--- config.mk ---
export PLATFORM = sky130hd
export DESIGN_NAME = pwm_multi_edge
export DESIGN_NICKNAME = d
export VERILOG_FILES = /design/src/rtl/pwm_edge_pkg.sv /design/src/rtl/pwm_timebase.sv /design/src/rtl/pwm_out_unit.sv /design/src/rtl/pwm_multi_edge.sv
export SDC_FILE = /design/constraint.sdc
export NUM_CORES = 2
export LEC_CHECK = 0
export ABC_AREA = 1
export BUFFER_PORTS_ARGS = -buffer_cell sky130_fd_sc_hd__buf_4
export CAP_MARGIN = 40
export CELL_PAD_IN_SITES_DETAIL_PLACEMENT = 0
export CELL_PAD_IN_SITES_GLOBAL_PLACEMENT = 1
export CORE_UTILIZATION = 49
export DETAILED_ROUTE_END_ITERATION = 7
export PLACE_DENSITY = 0.95
export SLEW_MARGIN = 20
export SYNTH_ARGS = -nofsm -noshare
export SYNTH_HDL_FRONTEND = slang
export SYNTH_SLANG_ARGS = --single-unit
--- constraint.sdc ---
create_clock -name clk -period 14.55 [get_ports clk]
set_input_delay 2.91 -clock clk [delete_from_list [all_inputs] [get_ports clk]]
set_output_delay 2.91 -clock clk [all_outputs]
set_load 0.05 [all_outputs]
--- src/rtl/pwm_edge_pkg.sv ---
// Shared constants and types for the multi-output PWM edge generator.
// Assumes every edge setting word is 2 bits: bit 0 enable, bit 1 direction.
package pwm_edge_pkg;
    localparam int CFG_W = 2;   // width of one edge setting word
    localparam int PCT_W = 7;   // width of the skip floor percentage

    // Edge setting word; packed so that bit 1 is direction, bit 0 enable
    typedef struct packed {
        logic sign;    // 0: modulation delays edge, 1: advances it
        logic mod_en;  // 1: edge follows the modulation
    } edge_cfg_t;
endpackage

--- src/rtl/pwm_timebase.sv ---
// Period counter with shadowed period, skip floor and skip enable.
// It samples the loop modulation at each period start and raises the
// pulse-skip decision for the current period.
// Assumes latch_i is a single-cycle strobe; a period of 0 behaves as 1.
module pwm_timebase
    import pwm_edge_pkg::*;
#(
    parameter int CNT_W = 8,
    parameter int MOD_W = 8
) (
    input  logic             clk,
    input  logic             rst_n,
    input  logic [CNT_W-1:0] period_i,
    input  logic [PCT_W-1:0] floor_pct_i,
    input  logic             skip_en_i,
    input  logic [MOD_W-1:0] mod_i,
    input  logic             latch_i,
    output logic [CNT_W-1:0] cnt_o,
    output logic [CNT_W-1:0] per_o,
    output logic [MOD_W-1:0] mod_o,
    output logic             swap_o,
    output logic             skip_o
);
    localparam int PW = CNT_W + PCT_W;
    localparam int CW = (PW > MOD_W) ? PW : MOD_W;

    logic [CNT_W-1:0] cnt_q, per_sh, per_act, lim;
    logic [PCT_W-1:0] pct_sh, pct_act;
    logic             skp_sh, skp_act, pend_q, wrap;
    logic [MOD_W-1:0] mod_act;
    logic [PW-1:0]    prod;
    logic [CW-1:0]    floor_cnt;

    // Last count of the period; zero period treated as one clock
    always_comb begin
        lim  = (per_act == '0) ? '0 : per_act - 1'b1;
        wrap = (cnt_q >= lim);
    end

    // Counter, pending flag, shadow capture and active hand-over
    always_ff @(posedge clk) begin
        if (!rst_n) begin
            cnt_q   <= '0;
            per_sh  <= '0;
            per_act <= '0;
            pct_sh  <= '0;
            pct_act <= '0;
            skp_sh  <= 1'b0;
            skp_act <= 1'b0;
            pend_q  <= 1'b0;
            mod_act <= '0;
        end else begin
            pend_q <= latch_i | (pend_q & ~wrap);
            if (latch_i) begin
                per_sh <= period_i;
                pct_sh <= floor_pct_i;
                skp_sh <= skip_en_i;
            end
            if (wrap) begin
                cnt_q   <= '0;
                mod_act <= mod_i;
                if (pend_q) begin
                    per_act <= per_sh;
                    pct_act <= pct_sh;
                    skp_act <= skp_sh;
                end
            end else begin
                cnt_q <= cnt_q + 1'b1;
            end
        end
    end

    // Skip floor in counts: period * percent / 100, rounded down
    always_comb begin
        prod      = PW'(per_act) * PW'(pct_act);
        floor_cnt = CW'(prod / PW'(100));
        skip_o    = skp_act & (CW'(mod_act) < floor_cnt);
    end

    assign cnt_o  = cnt_q;
    assign per_o  = per_act;
    assign mod_o  = mod_act;
    assign swap_o = wrap & pend_q;

    p_wrap_restart_r1: assert property (@(posedge clk) disable iff (!rst_n)
        (cnt_q >= lim) |=> (cnt_q == '0));
    p_count_step_r1: assert property (@(posedge clk) disable iff (!rst_n)
        (cnt_q < lim) |=> (cnt_q == $past(cnt_q) + 1'b1));
    p_period_swap_r9: assert property (@(posedge clk) disable iff (!rst_n)
        !$stable(per_act) |-> (cnt_q == '0));
    p_mod_held_r11: assert property (@(posedge clk) disable iff (!rst_n)
        (cnt_q != '0) |-> $stable(mod_act));
endmodule

--- src/rtl/pwm_out_unit.sv ---
// One gate output. It holds shadow and active copies of its two edge times
// and setting words, places both edges using the period's modulation, and
// compares them against the shared counter.
// Assumes swap_i only pulses on the cycle the counter wraps.
module pwm_out_unit
    import pwm_edge_pkg::*;
#(
    parameter int CNT_W = 8,
    parameter int MOD_W = 8
) (
    input  logic             clk,
    input  logic             rst_n,
    input  logic             latch_i,
    input  logic             swap_i,
    input  logic [CNT_W-1:0] rise_i,
    input  logic [CNT_W-1:0] fall_i,
    input  edge_cfg_t        rise_cfg_i,
    input  edge_cfg_t        fall_cfg_i,
    input  logic [CNT_W-1:0] cnt_i,
    input  logic [CNT_W-1:0] per_i,
    input  logic [MOD_W-1:0] mod_i,
    output logic             gate_o
);
    localparam int SW = ((CNT_W > MOD_W) ? CNT_W : MOD_W) + 2;

    logic [CNT_W-1:0] rise_sh, fall_sh, rise_act, fall_act, rise_eff, fall_eff;
    edge_cfg_t        rcfg_sh, fcfg_sh, rcfg_act, fcfg_act;

    // Place one edge: optional shift, then limit to [0, period]
    function automatic logic [CNT_W-1:0] place_edge(
        input logic [CNT_W-1:0] base,
        input edge_cfg_t        cfg,
        input logic [MOD_W-1:0] m,
        input logic [CNT_W-1:0] per
    );
        logic [SW-1:0] b, mm, t;
        b  = SW'(base);
        mm = SW'(m);
        if (!cfg.mod_en)    t = b;
        else if (!cfg.sign) t = b + mm;
        else if (mm > b)    t = '0;
        else                t = b - mm;
        if (t > SW'(per))   t = SW'(per);
        return t[CNT_W-1:0];
    endfunction

    // Shadow capture on strobe, active copy at the period start
    always_ff @(posedge clk) begin
        if (!rst_n) begin
            rise_sh  <= '0;
            fall_sh  <= '0;
            rise_act <= '0;
            fall_act <= '0;
            rcfg_sh  <= '0;
            fcfg_sh  <= '0;
            rcfg_act <= '0;
            fcfg_act <= '0;
        end else begin
            if (latch_i) begin
                rise_sh <= rise_i;
                fall_sh <= fall_i;
                rcfg_sh <= rise_cfg_i;
                fcfg_sh <= fall_cfg_i;
            end
            if (swap_i) begin
                rise_act <= rise_sh;
                fall_act <= fall_sh;
                rcfg_act <= rcfg_sh;
                fcfg_act <= fcfg_sh;
            end
        end
    end

    // Effective edges and the on-window compare
    always_comb begin
        rise_eff = place_edge(rise_act, rcfg_act, mod_i, per_i);
        fall_eff = place_edge(fall_act, fcfg_act, mod_i, per_i);
        gate_o   = (cnt_i >= rise_eff) && (cnt_i < fall_eff);
    end

    p_edge_in_period_r6: assert property (@(posedge clk) disable iff (!rst_n)
        (rise_eff <= per_i) && (fall_eff <= per_i));
    p_equal_edges_low_r3: assert property (@(posedge clk) disable iff (!rst_n)
        (rise_eff == fall_eff) |-> !gate_o);
    p_active_hold_r9: assert property (@(posedge clk) disable iff (!rst_n)
        (cnt_i != '0) |-> ($stable(rise_act) && $stable(fall_act)));
endmodule

--- src/rtl/pwm_multi_edge.sv ---
// Top of the multi-output PWM edge generator. One shared timebase, one
// output unit per gate, then the period-wide skip and the per-output
// disable mask. Output order: 0..3 main, 4 auxiliary, 5..6 rectifiers.
// Assumes all inputs are synchronous to clk.
module pwm_multi_edge
    import pwm_edge_pkg::*;
#(
    parameter int NUM_OUT = 7,
    parameter int CNT_W   = 8,
    parameter int MOD_W   = 8
) (
    input  logic                     clk,
    input  logic                     rst_n,
    input  logic [CNT_W-1:0]         period_i,
    input  logic [NUM_OUT*CNT_W-1:0] rise_time_i,
    input  logic [NUM_OUT*CNT_W-1:0] fall_time_i,
    input  logic [NUM_OUT*CFG_W-1:0] rise_cfg_i,
    input  logic [NUM_OUT*CFG_W-1:0] fall_cfg_i,
    input  logic [MOD_W-1:0]         mod_i,
    input  logic [PCT_W-1:0]         mod_floor_pct_i,
    input  logic                     skip_en_i,
    input  logic [NUM_OUT-1:0]       out_disable_i,
    input  logic                     latch_i,
    output logic [NUM_OUT-1:0]       gate_o
);
    logic [CNT_W-1:0]   cnt, per;
    logic [MOD_W-1:0]   mod_act;
    logic               swap, skip;
    logic [NUM_OUT-1:0] raw;

    pwm_timebase #(.CNT_W(CNT_W), .MOD_W(MOD_W)) u_tb (
        .clk        (clk),
        .rst_n      (rst_n),
        .period_i   (period_i),
        .floor_pct_i(mod_floor_pct_i),
        .skip_en_i  (skip_en_i),
        .mod_i      (mod_i),
        .latch_i    (latch_i),
        .cnt_o      (cnt),
        .per_o      (per),
        .mod_o      (mod_act),
        .swap_o     (swap),
        .skip_o     (skip)
    );

    // One edge unit per gate output
    for (genvar g = 0; g < NUM_OUT; g++) begin : g_out
        pwm_out_unit #(.CNT_W(CNT_W), .MOD_W(MOD_W)) u_unit (
            .clk       (clk),
            .rst_n     (rst_n),
            .latch_i   (latch_i),
            .swap_i    (swap),
            .rise_i    (rise_time_i[g*CNT_W +: CNT_W]),
            .fall_i    (fall_time_i[g*CNT_W +: CNT_W]),
            .rise_cfg_i(edge_cfg_t'(rise_cfg_i[g*CFG_W +: CFG_W])),
            .fall_cfg_i(edge_cfg_t'(fall_cfg_i[g*CFG_W +: CFG_W])),
            .cnt_i     (cnt),
            .per_i     (per),
            .mod_i     (mod_act),
            .gate_o    (raw[g])
        );
    end

    // Period-wide skip and per-output force-low
    assign gate_o = skip ? '0 : (raw & ~out_disable_i);
endmodule

==> run metrics <==
maxcap violations 0; Synth top area share 21.34%; CP Data Arrival Time 9.17 ns; CTS H-tree depth 2; max layer used met4; #FFs+latches synth 329; root buffer cell clkbuf_16; final setup violation count 0; Core Footprint 61940 sq um; routed length per instance 16.23 um; die height 253.0 um; synth-to-layout area growth 11.20%; Worst Path Max Fanout 12; die width 253.0 um; Critical Path Max Stage Delay 0.55 ns; Mapped Cells 4597; Lkg Pwr 17.73 nW; Synth Flop Type dfxtp_1; Setup TNS 0 ns; async set-reset flop share out of synthesis 0%; post-synth cell types 46; worst setup margin 2.470 ns; Yosys Warn Count 0; I/O Buffers 180; Pwr Density 264.6 nW/um^2; first-pass GRT wire length 143.9 mm; FMAX 0.08278 GHz; Initial Utilization 49.83%; fin nets 5403; routed wire length 90.03 mm; Row Count 91; drt pass-1 iters 6; RD Place Congestion 0.9125; sequential share of the synthesized area 21.34%; Finished Cell Area 34330 sq um; met2 WL 40.15 mm; layout cells sized above 1 8.344%; Num CTS Buffers 39; Hold Path Class register to register; Detail Placement HPWL 64.51 mm; placed cells 5476; worst-case clock buffer depth 3; P_sw 0.004869 W; minimum clock period 12.08 ns; Clock Skew 0.02719 ns; crit path launch type register; post_cts resized 0; Area after DPL 32970 sq um; dpl ws 3.055 ns; Worst-Margin Slew 0.8607 ns; # Post-CTS Setup Buffers 0; DR vias 29820; CP most frequent cell nand2_1; fin. max-slew vios 0; Buf/Inv on CP 10; clock-pin slew on the worst setup and hold paths 0.06 ns; gr ovfl total 0; CP endpoint kind output port; crit path kind register to output port; CTS tree built; Mapped Avg Cell Area 6.715 sq um; DRC violation count after routing 0; total track usage 27.94%; met3 wire len 5.385 mm; Top Family by Delay on Critical Path simple AND/OR/NAND/NOR gates; die area 64000 sq um; initial drt markers 2110; RSZ-0062 raised after global routing no; Sw Share 53.61%; Post-synth EDFFs 0; number of buffers inserted by hold repair at cts 0; outcome finished, final reports clean; clk sinks 329; Clock Power Share 11.4%; Slew HR 42.62%; Worst path slowest cell dfxtp_1; commonest non-fill, non-tap cell in the layout nor2_1; cell area after synthesis 30870 sq um; initial antenna violation count 0; final hold vios 0; Post-Syn Nets 5319; Peak VDD IR 191.0 uV; most frequent cells in the layout nor2_1, nand2_1, o21ai_0, inv_1, ha_1; vias in the first global route 27550; Core Util, Final 55.42%; logic gate share of total power 74.0%; DRT antenna net count 0; sequential group share of total power 14.5%; CP required 11.64 ns; Internal Power 0.004213 W; fin crit share 83.02%; M1 WL 42.12 mm; Synth area leaders dfxtp_1, ha_1, nor2_1; I/O pins 181; Final Non-Filler Cells 5547; via/cell ratio 5.375; clk_lat worst skew 0.58 ns; post-synth top area cell dfxtp_1; # diodes 0; largest net degree at the start of global routing 134
## per-layer routing
metal | track usage [%] | vias to the layer above
li1 | - | 15450
met1 | 38.11 | 13500
met2 | 46.37 | 736
met3 | 3.012 | 125
met4 | 7.931 | 0
met5 | 0 | -
## path summary, 6_finish.rpt
path	from	endpoint	slack (ns)	depth (start not counted)
max	u_tb.per_o[2]	gate_o[6]	2.47	61
min	u_tb.cnt_o[0]	u_tb.cnt_o[0]	0.48	1
max reg2reg	u_tb.per_o[1]	u_tb.pct_act[1]	9.50	20
min reg2reg	u_tb.cnt_o[0]	u_tb.cnt_o[0]	0.48	1
## logic make-up (layout without fill, tap and decap cells)
| logic type | after synthesis | count (layout) | synth area share, % |
|---|---|---|---|
| simple gates | 1735 | 1735 | 23.25 |
| compound gates | 1221 | 1221 | 21.76 |
| fa+ha+maj | 548 | 548 | 23.60 |
| xor+xnor | 47 | 47 | 1.334 |
| buf+inv | 717 | 830 | 8.719 |
| flops | 329 | 329 | 21.34 |
## cells in the mapped netlist, drive strengths merged, types with 26 or more instances
master and number:
nand4 30, clkbuf 171, xor2 32, a21oi 373
o21ai 597, inv 533, nand2 655, o21a 36
or2 26, ha 491, o21bai 38, fa 57
nor2 858, dfxtp 329, o31ai 44, nand3 112
a31oi 39
## flip-flops by register name, indices dropped and copies added, names as in the netlist
name and count:
g_out.u_unit.fall_act 56, g_out.u_unit.fall_sh 56, g_out.u_unit.rise_act 56, g_out.u_unit.rise_sh 56, g_out.u_unit.fcfg_act 14, g_out.u_unit.fcfg_sh 14
g_out.u_unit.rcfg_act 14, g_out.u_unit.rcfg_sh 14, u_tb.cnt_o 8, u_tb.mod_o 8, u_tb.per_o 8, u_tb.per_sh 8
u_tb.pct_act 7, u_tb.pct_sh 7, u_tb.pend_q 1, u_tb.skp_act 1, u_tb.skp_sh 1
## stage by stage
stage	hold WS [ns]	total power (W)
CTS	0.4815	0.009049
floorplan	0.4368	0.006496
global route	0.5147	0.01021
detailed placement	0.4686	0.007974
finish	0.4785	0.009082
global placement	0.4597	0.007835
## cell type report
type / instances / area, sq um
Fill cell: 6165 / 27610
Multi-Input combinational cell: 3551 / 21600
Sequential cell: 329 / 6590
Inverter: 538 / 2023
Timing Repair Buffer: 222 / 1735
Clock buffer: 47 / 1056
Tap cell: 837 / 1047
Clock inverter: 23 / 276.5
## power groups by stage
stage / Combinational [W] / Clock [W] / Sequential [W]
finish: 0.00672 / 0.00104 / 0.00132
global route: 0.00777 / 0.00109 / 0.00135
CTS: 0.00668 / 0.00106 / 0.00132
detailed placement: 0.00664 / 0 / 0.00133
global placement: 0.00651 / 0 / 0.00133
floorplan: 0.00527 / 0 / 0.00123
Note: power is estimated with default switching activity, not from simulation.
